File: src/rtl/xps_pkg.sv
package xps_pkg;

  typedef enum logic [1:0] {
    MD_IDLE  = 2'b00,
    MD_READ  = 2'b01,
    MD_SET   = 2'b10,
    MD_RESET = 2'b11
  } mode_e;

  typedef enum logic [1:0] {
    PH_NONE = 2'b00,
    PH_RISE = 2'b01,
    PH_FLAT = 2'b10,
    PH_FALL = 2'b11
  } phase_e;

  typedef enum logic [1:0] {
    ST_IDLE  = 2'b00,
    ST_EPOCH = 2'b01,
    ST_INIT  = 2'b10
  } st_e;

  // nanoseconds to whole cycles, rounded up, never below one cycle
  function automatic int ns2cyc(input int ns, input int clk_ps);
    int c;
    c = (ns * 1000 + clk_ps - 1) / clk_ps;
    return (c < 1) ? 1 : c;
  endfunction

  function automatic int imax(input int a, input int b);
    return (a > b) ? a : b;
  endfunction

endpackage

File: src/rtl/xps_phase_timer.sv
module xps_phase_timer
  import xps_pkg::*;
#(
  parameter int TW   = 16,
  parameter int RISE = 1,
  parameter int FLAT = 1,
  parameter int FALL = 1
) (
  input  logic [TW-1:0] t,
  output phase_e        ph
);
  localparam int B1 = RISE;
  localparam int B2 = RISE + FLAT;
  localparam int B3 = RISE + FLAT + FALL;
  localparam logic [TW-1:0] E1 = TW'(B1);
  localparam logic [TW-1:0] E2 = TW'(B2);
  localparam logic [TW-1:0] E3 = TW'(B3);

  always_comb begin
    if (t < E1)      ph = PH_RISE;
    else if (t < E2) ph = PH_FLAT;
    else if (t < E3) ph = PH_FALL;
    else             ph = PH_NONE;
  end
endmodule

File: src/rtl/xps_ctrl.sv
module xps_ctrl
  import xps_pkg::*;
#(
  parameter int N  = 10,
  parameter int TW = 16,
  parameter int RW = 4,
  parameter int EP = 100,
  parameter int RT = 15
) (
  input  logic          clk,
  input  logic          rst,
  input  logic          epoch_start,
  input  logic          init_start,
  input  logic [N-1:0]  fire_vec,
  input  logic [N-1:0]  row_en,
  input  logic [N-1:0]  col_en,
  output st_e           st,
  output logic [TW-1:0] t,
  output logic [RW-1:0] row,
  output logic [N-1:0]  fire_q,
  output logic [N-1:0]  row_en_q,
  output logic [N-1:0]  col_en_q,
  output logic          busy,
  output logic          done
);
  localparam logic [TW-1:0] EP_LAST  = TW'(EP - 1);
  localparam logic [TW-1:0] RT_LAST  = TW'(RT - 1);
  localparam logic [RW-1:0] ROW_LAST = RW'(N - 1);

  logic init_done;
  logic ep_end, init_end;

  assign ep_end   = (st == ST_EPOCH) && (t == EP_LAST);
  assign init_end = (st == ST_INIT) && (t == RT_LAST) && (row == ROW_LAST);
  assign busy     = (st != ST_IDLE);

  always_ff @(posedge clk) begin
    if (rst) begin
      st        <= ST_IDLE;
      t         <= '0;
      row       <= '0;
      fire_q    <= '0;
      row_en_q  <= '0;
      col_en_q  <= '0;
      init_done <= 1'b0;
      done      <= 1'b0;
    end else begin
      done <= ep_end || init_end;
      case (st)
        ST_IDLE: begin
          if (init_start) begin
            st       <= ST_INIT;
            t        <= '0;
            row      <= '0;
            row_en_q <= row_en;
            col_en_q <= col_en;
          end else if (epoch_start && init_done) begin
            st       <= ST_EPOCH;
            t        <= '0;
            fire_q   <= fire_vec;
            row_en_q <= row_en;
            col_en_q <= col_en;
          end
        end
        ST_EPOCH: begin
          if (t == EP_LAST) st <= ST_IDLE;
          else              t  <= t + 1'b1;
        end
        ST_INIT: begin
          if (t == RT_LAST) begin
            t <= '0;
            if (row == ROW_LAST) begin
              st        <= ST_IDLE;
              init_done <= 1'b1;
            end else begin
              row <= row + 1'b1;
            end
          end else begin
            t <= t + 1'b1;
          end
        end
        default: st <= ST_IDLE;
      endcase
    end
  end

  // the end-of-window flag never lasts two cycles
  p_done_single_r9: assert property (@(posedge clk) disable iff (rst)
    done |=> !done) else $error("done held longer than one cycle");

  // no epoch runs before initialisation has finished
  p_epoch_after_init_r4: assert property (@(posedge clk) disable iff (rst)
    (st == ST_EPOCH) |-> init_done) else $error("epoch before init");

  // an epoch in progress steps one cycle at a time whatever arrives
  p_epoch_step_r10: assert property (@(posedge clk) disable iff (rst)
    (st == ST_EPOCH && t != EP_LAST) |=> (st == ST_EPOCH && t == $past(t) + 1'b1))
    else $error("epoch counter disturbed");

  // rows advance in ascending order at the end of each slot
  p_row_step_r3: assert property (@(posedge clk) disable iff (rst)
    (st == ST_INIT && t == RT_LAST && row != ROW_LAST) |=> (row == $past(row) + 1'b1))
    else $error("row order broken");
endmodule

File: src/rtl/xps_line.sv
module xps_line
  import xps_pkg::*;
(
  input  logic       clk,
  input  logic       rst,
  input  st_e        st,
  input  logic       fire,
  input  logic       ren,
  input  logic       cen,
  input  logic       row_hit,
  input  phase_e     prog_ph,
  input  phase_e     read_ph,
  input  phase_e     rst_ph,
  output logic       wl,
  output logic [1:0] mode,
  output logic [1:0] ph
);
  logic   wl_n;
  mode_e  md_n;
  phase_e ph_n;

  always_comb begin
    wl_n = 1'b0;
    md_n = MD_IDLE;
    ph_n = PH_NONE;
    case (st)
      ST_EPOCH: begin
        if (fire) begin
          if (prog_ph != PH_NONE) begin
            wl_n = ren;
            if (cen) begin
              md_n = MD_SET;
              ph_n = prog_ph;
            end
          end
        end else if (read_ph != PH_NONE && cen) begin
          md_n = MD_READ;
          ph_n = read_ph;
        end
      end
      ST_INIT: begin
        if (rst_ph != PH_NONE) begin
          wl_n = ren & row_hit;
          if (cen) begin
            md_n = MD_RESET;
            ph_n = rst_ph;
          end
        end
      end
      default: ;
    endcase
  end

  always_ff @(posedge clk) begin
    if (rst) begin
      wl   <= 1'b0;
      mode <= 2'b00;
      ph   <= 2'b00;
    end else begin
      wl   <= wl_n;
      mode <= md_n;
      ph   <= ph_n;
    end
  end

  // during initialisation only the selected row may gate
  p_wl_needs_hit_r3: assert property (@(posedge clk) disable iff (rst)
    (st == ST_INIT && !row_hit) |=> !wl) else $error("unselected row gated");

  // a silent neuron never gates its wordline in an epoch
  p_nofire_no_gate_r6: assert property (@(posedge clk) disable iff (rst)
    (st == ST_EPOCH && !fire) |=> !wl) else $error("silent neuron gated");

  // a disabled column stays idle
  p_col_off_idle_r7: assert property (@(posedge clk) disable iff (rst)
    !cen |=> (mode == 2'b00 && ph == 2'b00)) else $error("disabled column driven");
endmodule

File: src/rtl/xps_pulse_seq.sv
module xps_pulse_seq
  import xps_pkg::*;
#(
  parameter int N           = 10,
  parameter int CLK_PS      = 5000,
  parameter int SET_RISE_NS = 50,
  parameter int SET_FLAT_NS = 300,
  parameter int SET_FALL_NS = 1000,
  parameter int RST_RISE_NS = 20,
  parameter int RST_FLAT_NS = 50,
  parameter int RST_FALL_NS = 5,
  parameter int RD_RISE_NS  = 10,
  parameter int RD_FLAT_NS  = 100,
  parameter int RD_FALL_NS  = 10,
  parameter int EPOCH_NS    = 100000
) (
  input  logic           clk,
  input  logic           rst,
  input  logic           epoch_start,
  input  logic           init_start,
  input  logic [N-1:0]   fire_vec,
  input  logic [N-1:0]   row_en,
  input  logic [N-1:0]   col_en,
  output logic [N-1:0]   wl_gate,
  output logic [2*N-1:0] bl_mode,
  output logic [2*N-1:0] bl_phase,
  output logic           busy,
  output logic           done
);
  localparam int SR = ns2cyc(SET_RISE_NS, CLK_PS);
  localparam int SF = ns2cyc(SET_FLAT_NS, CLK_PS);
  localparam int SL = ns2cyc(SET_FALL_NS, CLK_PS);
  localparam int XR = ns2cyc(RST_RISE_NS, CLK_PS);
  localparam int XF = ns2cyc(RST_FLAT_NS, CLK_PS);
  localparam int XL = ns2cyc(RST_FALL_NS, CLK_PS);
  localparam int RR = ns2cyc(RD_RISE_NS, CLK_PS);
  localparam int RF = ns2cyc(RD_FLAT_NS, CLK_PS);
  localparam int RL = ns2cyc(RD_FALL_NS, CLK_PS);
  localparam int EP = ns2cyc(EPOCH_NS, CLK_PS);
  localparam int RT = XR + XF + XL;
  localparam int MAXC = imax(imax(EP, RT), imax(SR + SF + SL, RR + RF + RL));
  localparam int TW = $clog2(MAXC + 1);
  localparam int RW = (N > 1) ? $clog2(N) : 1;

  st_e           st;
  logic [TW-1:0] t;
  logic [RW-1:0] row;
  logic [N-1:0]  fire_q, row_en_q, col_en_q;
  phase_e        prog_ph, read_ph, rst_ph;

  xps_ctrl #(.N(N), .TW(TW), .RW(RW), .EP(EP), .RT(RT)) u_ctrl (
    .clk(clk), .rst(rst), .epoch_start(epoch_start), .init_start(init_start),
    .fire_vec(fire_vec), .row_en(row_en), .col_en(col_en),
    .st(st), .t(t), .row(row), .fire_q(fire_q), .row_en_q(row_en_q),
    .col_en_q(col_en_q), .busy(busy), .done(done)
  );

  xps_phase_timer #(.TW(TW), .RISE(SR), .FLAT(SF), .FALL(SL)) u_prog (.t(t), .ph(prog_ph));
  xps_phase_timer #(.TW(TW), .RISE(RR), .FLAT(RF), .FALL(RL)) u_read (.t(t), .ph(read_ph));
  xps_phase_timer #(.TW(TW), .RISE(XR), .FLAT(XF), .FALL(XL)) u_rset (.t(t), .ph(rst_ph));

  for (genvar i = 0; i < N; i++) begin : g_line
    logic hit;
    assign hit = (row == RW'(i));
    xps_line u_line (
      .clk(clk), .rst(rst), .st(st),
      .fire(fire_q[i]), .ren(row_en_q[i]), .cen(col_en_q[i]), .row_hit(hit),
      .prog_ph(prog_ph), .read_ph(read_ph), .rst_ph(rst_ph),
      .wl(wl_gate[i]), .mode(bl_mode[2*i +: 2]), .ph(bl_phase[2*i +: 2])
    );
  end

  // at most one wordline is gated while rows are being reset
  p_init_rows_onehot_r3: assert property (@(posedge clk) disable iff (rst)
    (st == ST_INIT) |=> $onehot0(wl_gate)) else $error("several rows gated in init");
endmodule

File: config.mk
export PLATFORM = sky130hd
export DESIGN_NAME = xps_pulse_seq
export DESIGN_NICKNAME = d
export VERILOG_FILES = /design/src/rtl/xps_pkg.sv /design/src/rtl/xps_phase_timer.sv /design/src/rtl/xps_ctrl.sv /design/src/rtl/xps_line.sv /design/src/rtl/xps_pulse_seq.sv
export SDC_FILE = /design/constraint.sdc
export NUM_CORES = 1
export LEC_CHECK = 0
export BUFFER_PORTS_ARGS = -buffer_cell sky130_fd_sc_hd__buf_2
export CAP_MARGIN = 20
export CORE_MARGIN = 4
export CORE_UTILIZATION = 40
export CTS_CLUSTER_DIAMETER = 50
export DETAILED_ROUTE_END_ITERATION = 10
export RECOVER_POWER = 25
export SYNTH_ARGS = -nofsm -noshare
export SYNTH_HDL_FRONTEND = slang
export SYNTH_SLANG_ARGS = --single-unit
File: constraint.sdc
create_clock -name clk -period 3.3 [get_ports clk]
set_input_delay 0 -clock clk [delete_from_list [all_inputs] [get_ports clk]]
set_output_delay 0 -clock clk [all_outputs]
set_load 0.01 [all_outputs]
==> flow_summary_export.csv <==
group,metric,value,unit
drt,antenna_left,0,
sta,max_freq,410,MHz
clocking,clock_latency,0.37,ns
sta,fin_setup_tns,0,ns
clocking,clk_path_buf_depth,2,
sta,layout_min_cycle_time,2.44,ns
cells_and_area,diodes,0,
synthesis,synth_seq_cells,103,
drt,drt_first_pass_iters,4,
worst_setup_path,crit_start,"u_ctrl.st[0]$_SDFFE_PP0P_",
synthesis,synth_top_area_frac,0.466,
clocking,cts_setup_buffers,0,
pwr,cellPowerDensity,475,mW/mm2
worst_setup_path,crit_required,3.60,ns
sta,setup_violations,0,
clocking,post_cts_resized,0,
global_routing,overflow,0,
floorplanning,die_area,0.0128,mm2
clocking,path_clk_slew,0.09,ns
cells_and_area,nNetsFinal,668,
synthesis,yosysTopAreaCell,"dfxtp_1",
synthesis,syn_inst,529,
global_routing,grt_pass1_wl,19.1,mm
job,max-cap-violations,0,
clocking,cts_hold_buf,31,
hold_path,hold_path.startpoint,"rst",
pwr,peakVddDrop,203,uV
synthesis,synth_cell_type_count,45,
floorplanning,die_h,113,um
sta,worstMarginPinSlew,0.850,ns
drt,dr_total_vias,3949,
placement,dp_cells,723,
sta,hold_slack,0.101,ns
hold_path,worstHoldPathType,"in2reg",
cells_and_area,nFillCells,1089,
drt,wl,11.9,mm
worst_setup_path,critPathArrivalTime,2.73,ns
synthesis,ys_seq_area_frac,0.466,
synthesis,synth_area,0.00443,mm2
placement,portBuffers,85,
worst_setup_path,rr_startpoint,"u_ctrl.st[0]$_SDFFE_PP0P_",
clocking,cts-root-buf,"clkbuf_8",
sta,maxSlewViolCount,0,
cells_and_area,fin_cells,770,
global_routing,grt_pass1_vias,3694,
floorplanning,dieWidth,113,um
synthesis,synth_area_leaders,"dfxtp_1 (47%), a21oi_1 (8.6%), nand2_1 (8.3%), nor2_1 (2.8%), ha_1 (2.5%)",
cells_and_area,area_growth,20.3,%
sta,rsz0062_at_grt,"false",
clocking,cts_max_level,3,
floorplanning,coreArea,0.0108,mm2
worst_setup_path,crit_type,"reg2reg",
status,status,"finished clean",
floorplanning,ios,86,
clocking,cts_buffers,9,
clocking,cts_tree,"built",
cells_and_area,drive_above_1_share,0.144,
drt,first_iter_violations,235,
synthesis,yosysWarnings,0,
worst_setup_path,crit_path_end_kind,"flip-flop",
synthesis,synth_nets,572,
clocking,cts.sinks,103,
sta,finClkSkew,0.0186,ns
floorplanning,rows,38,
pwr,cellLeakagePower,1.97,nW
drt,drc,0,
worst_setup_path,path_max_fanout,11,
placement,gp_congestion,0.870,
worst_setup_path,start_kind,"flip-flop",
placement,dp_hpwl,8.38,mm
sta,post-route-period-util,0.738,
floorplanning,initial_core_util,0.408,
drt,routedWlPerCell,15.4,um
drt,vias_per_cell,5.13,
global_routing,grt_max_degree,44,
global_routing,antenna_found_initial,0,
sta,timing_hold_violations_final,0,
synthesis,syn_avg_cell_area,8.37,um2
sta,max_slew_margin,0.433,
global_routing,gr-usage-all-layers,0.186,
==> layout make-up <==
class	instances	area, um2	area share
tap	140	175	0.0329
sequential	103	2060	0.387
timing repair buffer	125	756	0.142
clock inverter	5	32.5	0.00610
inverter	11	41.3	0.00775
clock buffer	11	141	0.0265
multi-input combinational	375	2120	0.398
==> cells in the mapped netlist, drive strengths merged <==
master	instances
dfxtp	103
nand2	98
a21oi	76
nor2	34
buf	24
clkbuf	16
nand3	15
nor3	14
nand4	13
or2	12
a211oi	11
inv	11
xor2	11
and3	10
nor2b	10
a22oi	9
ha	9
o21ai	8
nor4	6
and4	4
nand2b	4
o31a	4
and2	3
nor3b	3
or3	3
a211o	2
o21a	2
o31ai	2
xnor2	2
a2111oi	1
a21o	1
a2bb2oi	1
and4b	1
mux2	1
nand4b	1
o211a	1
o21bai	1
o22ai	1
o32ai	1
==> flip-flops by register name, summed over array words and instances (netlist names) <==
register / count
g_line.u_line.mode: 20
g_line.u_line.ph: 20
u_ctrl.t: 15
g_line.u_line.wl: 10
u_ctrl.col_en_q: 10
u_ctrl.fire_q: 10
u_ctrl.row_en_q: 10
u_ctrl.row: 4
u_ctrl.st: 2
u_ctrl.done: 1
u_ctrl.init_done: 1
==> cell families after synthesis <==
kind of cell | share of synthesized area
compound gates | 0.168
buf+inv | 0.0554
flops | 0.466
xor+xnor | 0.0257
fa+ha+maj | 0.0254
mux | 0.00254
simple gates | 0.258
==> power breakdown <==
group / internal (mW) / switching, mW
logic: 0.183 / 0.326
clock network: 0.296 / 0.425
registers: 1.28 / 0.0215
==> metal layers <==
metal	part of all wire	track usage	vias up
li1	-	-	2008
met1	0.47	0.256	1814
met2	0.46	0.295	115
met3	0.056	0.0283	12
met4	0.014	0.0665	0
met5	0	0	-
==> worst max-delay path, stage by stage (launching register included) <==
cell and delay [ns]:
dfxtp_1 0.38, inv_1 0.09, ha_1 0.35, nor2b_1 0.21, buf_4 0.22, nand4_1 0.10, nor2_1 0.62, a22oi_1 0.22
nor2b_1 0.17
==> cells in the final DEF (no fill, tap or decap), types with 2 or more instances in the layout <==
cell and count:
a211o_1 2, a211oi_1 11, a21oi_1 76, a22oi_1 9, and2_1 3, and3_1 10, and4_1 4, buf_2 47
buf_4 9, clkbuf_1 39, clkbuf_8 10, clkinv_2 3, dfxtp_1 103, dlygate4sd3_1 31, ha_1 9, inv_1 11
nand2_1 98, nand2b_1 4, nand3_1 15, nand4_1 13, nor2_1 33, nor2b_1 10, nor3_1 14, nor3b_1 2
nor4_1 4, nor4_4 2, o21a_1 2, o21ai_0 7, o31a_1 4, o31ai_1 2, or2_2 12, or3_1 3
xnor2_1 2, xor2_1 11
==> metrics by stage <==
stage	total power, mW	instance area [um2]	setup WS, ns	utilization
5_1_grt	2.65	5330	0.623	0.492
4_1_cts	2.55	5380	0.865	0.496
3_3_place_gp	1.80	4890	1.02	0.451
6_report	2.53	5330	0.863	0.492
3_5_place_dp	1.81	4890	0.884	0.451
2_1_floorplan	1.65	4430	1.34	-
==> path summary, 6_finish.rpt <==
kind,endpoint,slack (ns),cells after the start
setup / recovery,g_line[4].u_line.wl$_SDFF_PP0_,0.86,8
hold / removal,g_line[8].u_line.wl$_SDFF_PP0_,0.10,5
hold reg to reg,g_line[8].u_line.wl$_SDFF_PP0_,0.45,2
setup reg to reg,g_line[4].u_line.wl$_SDFF_PP0_,0.86,8
No activity file was read; power rests on OpenSTA's default activity.
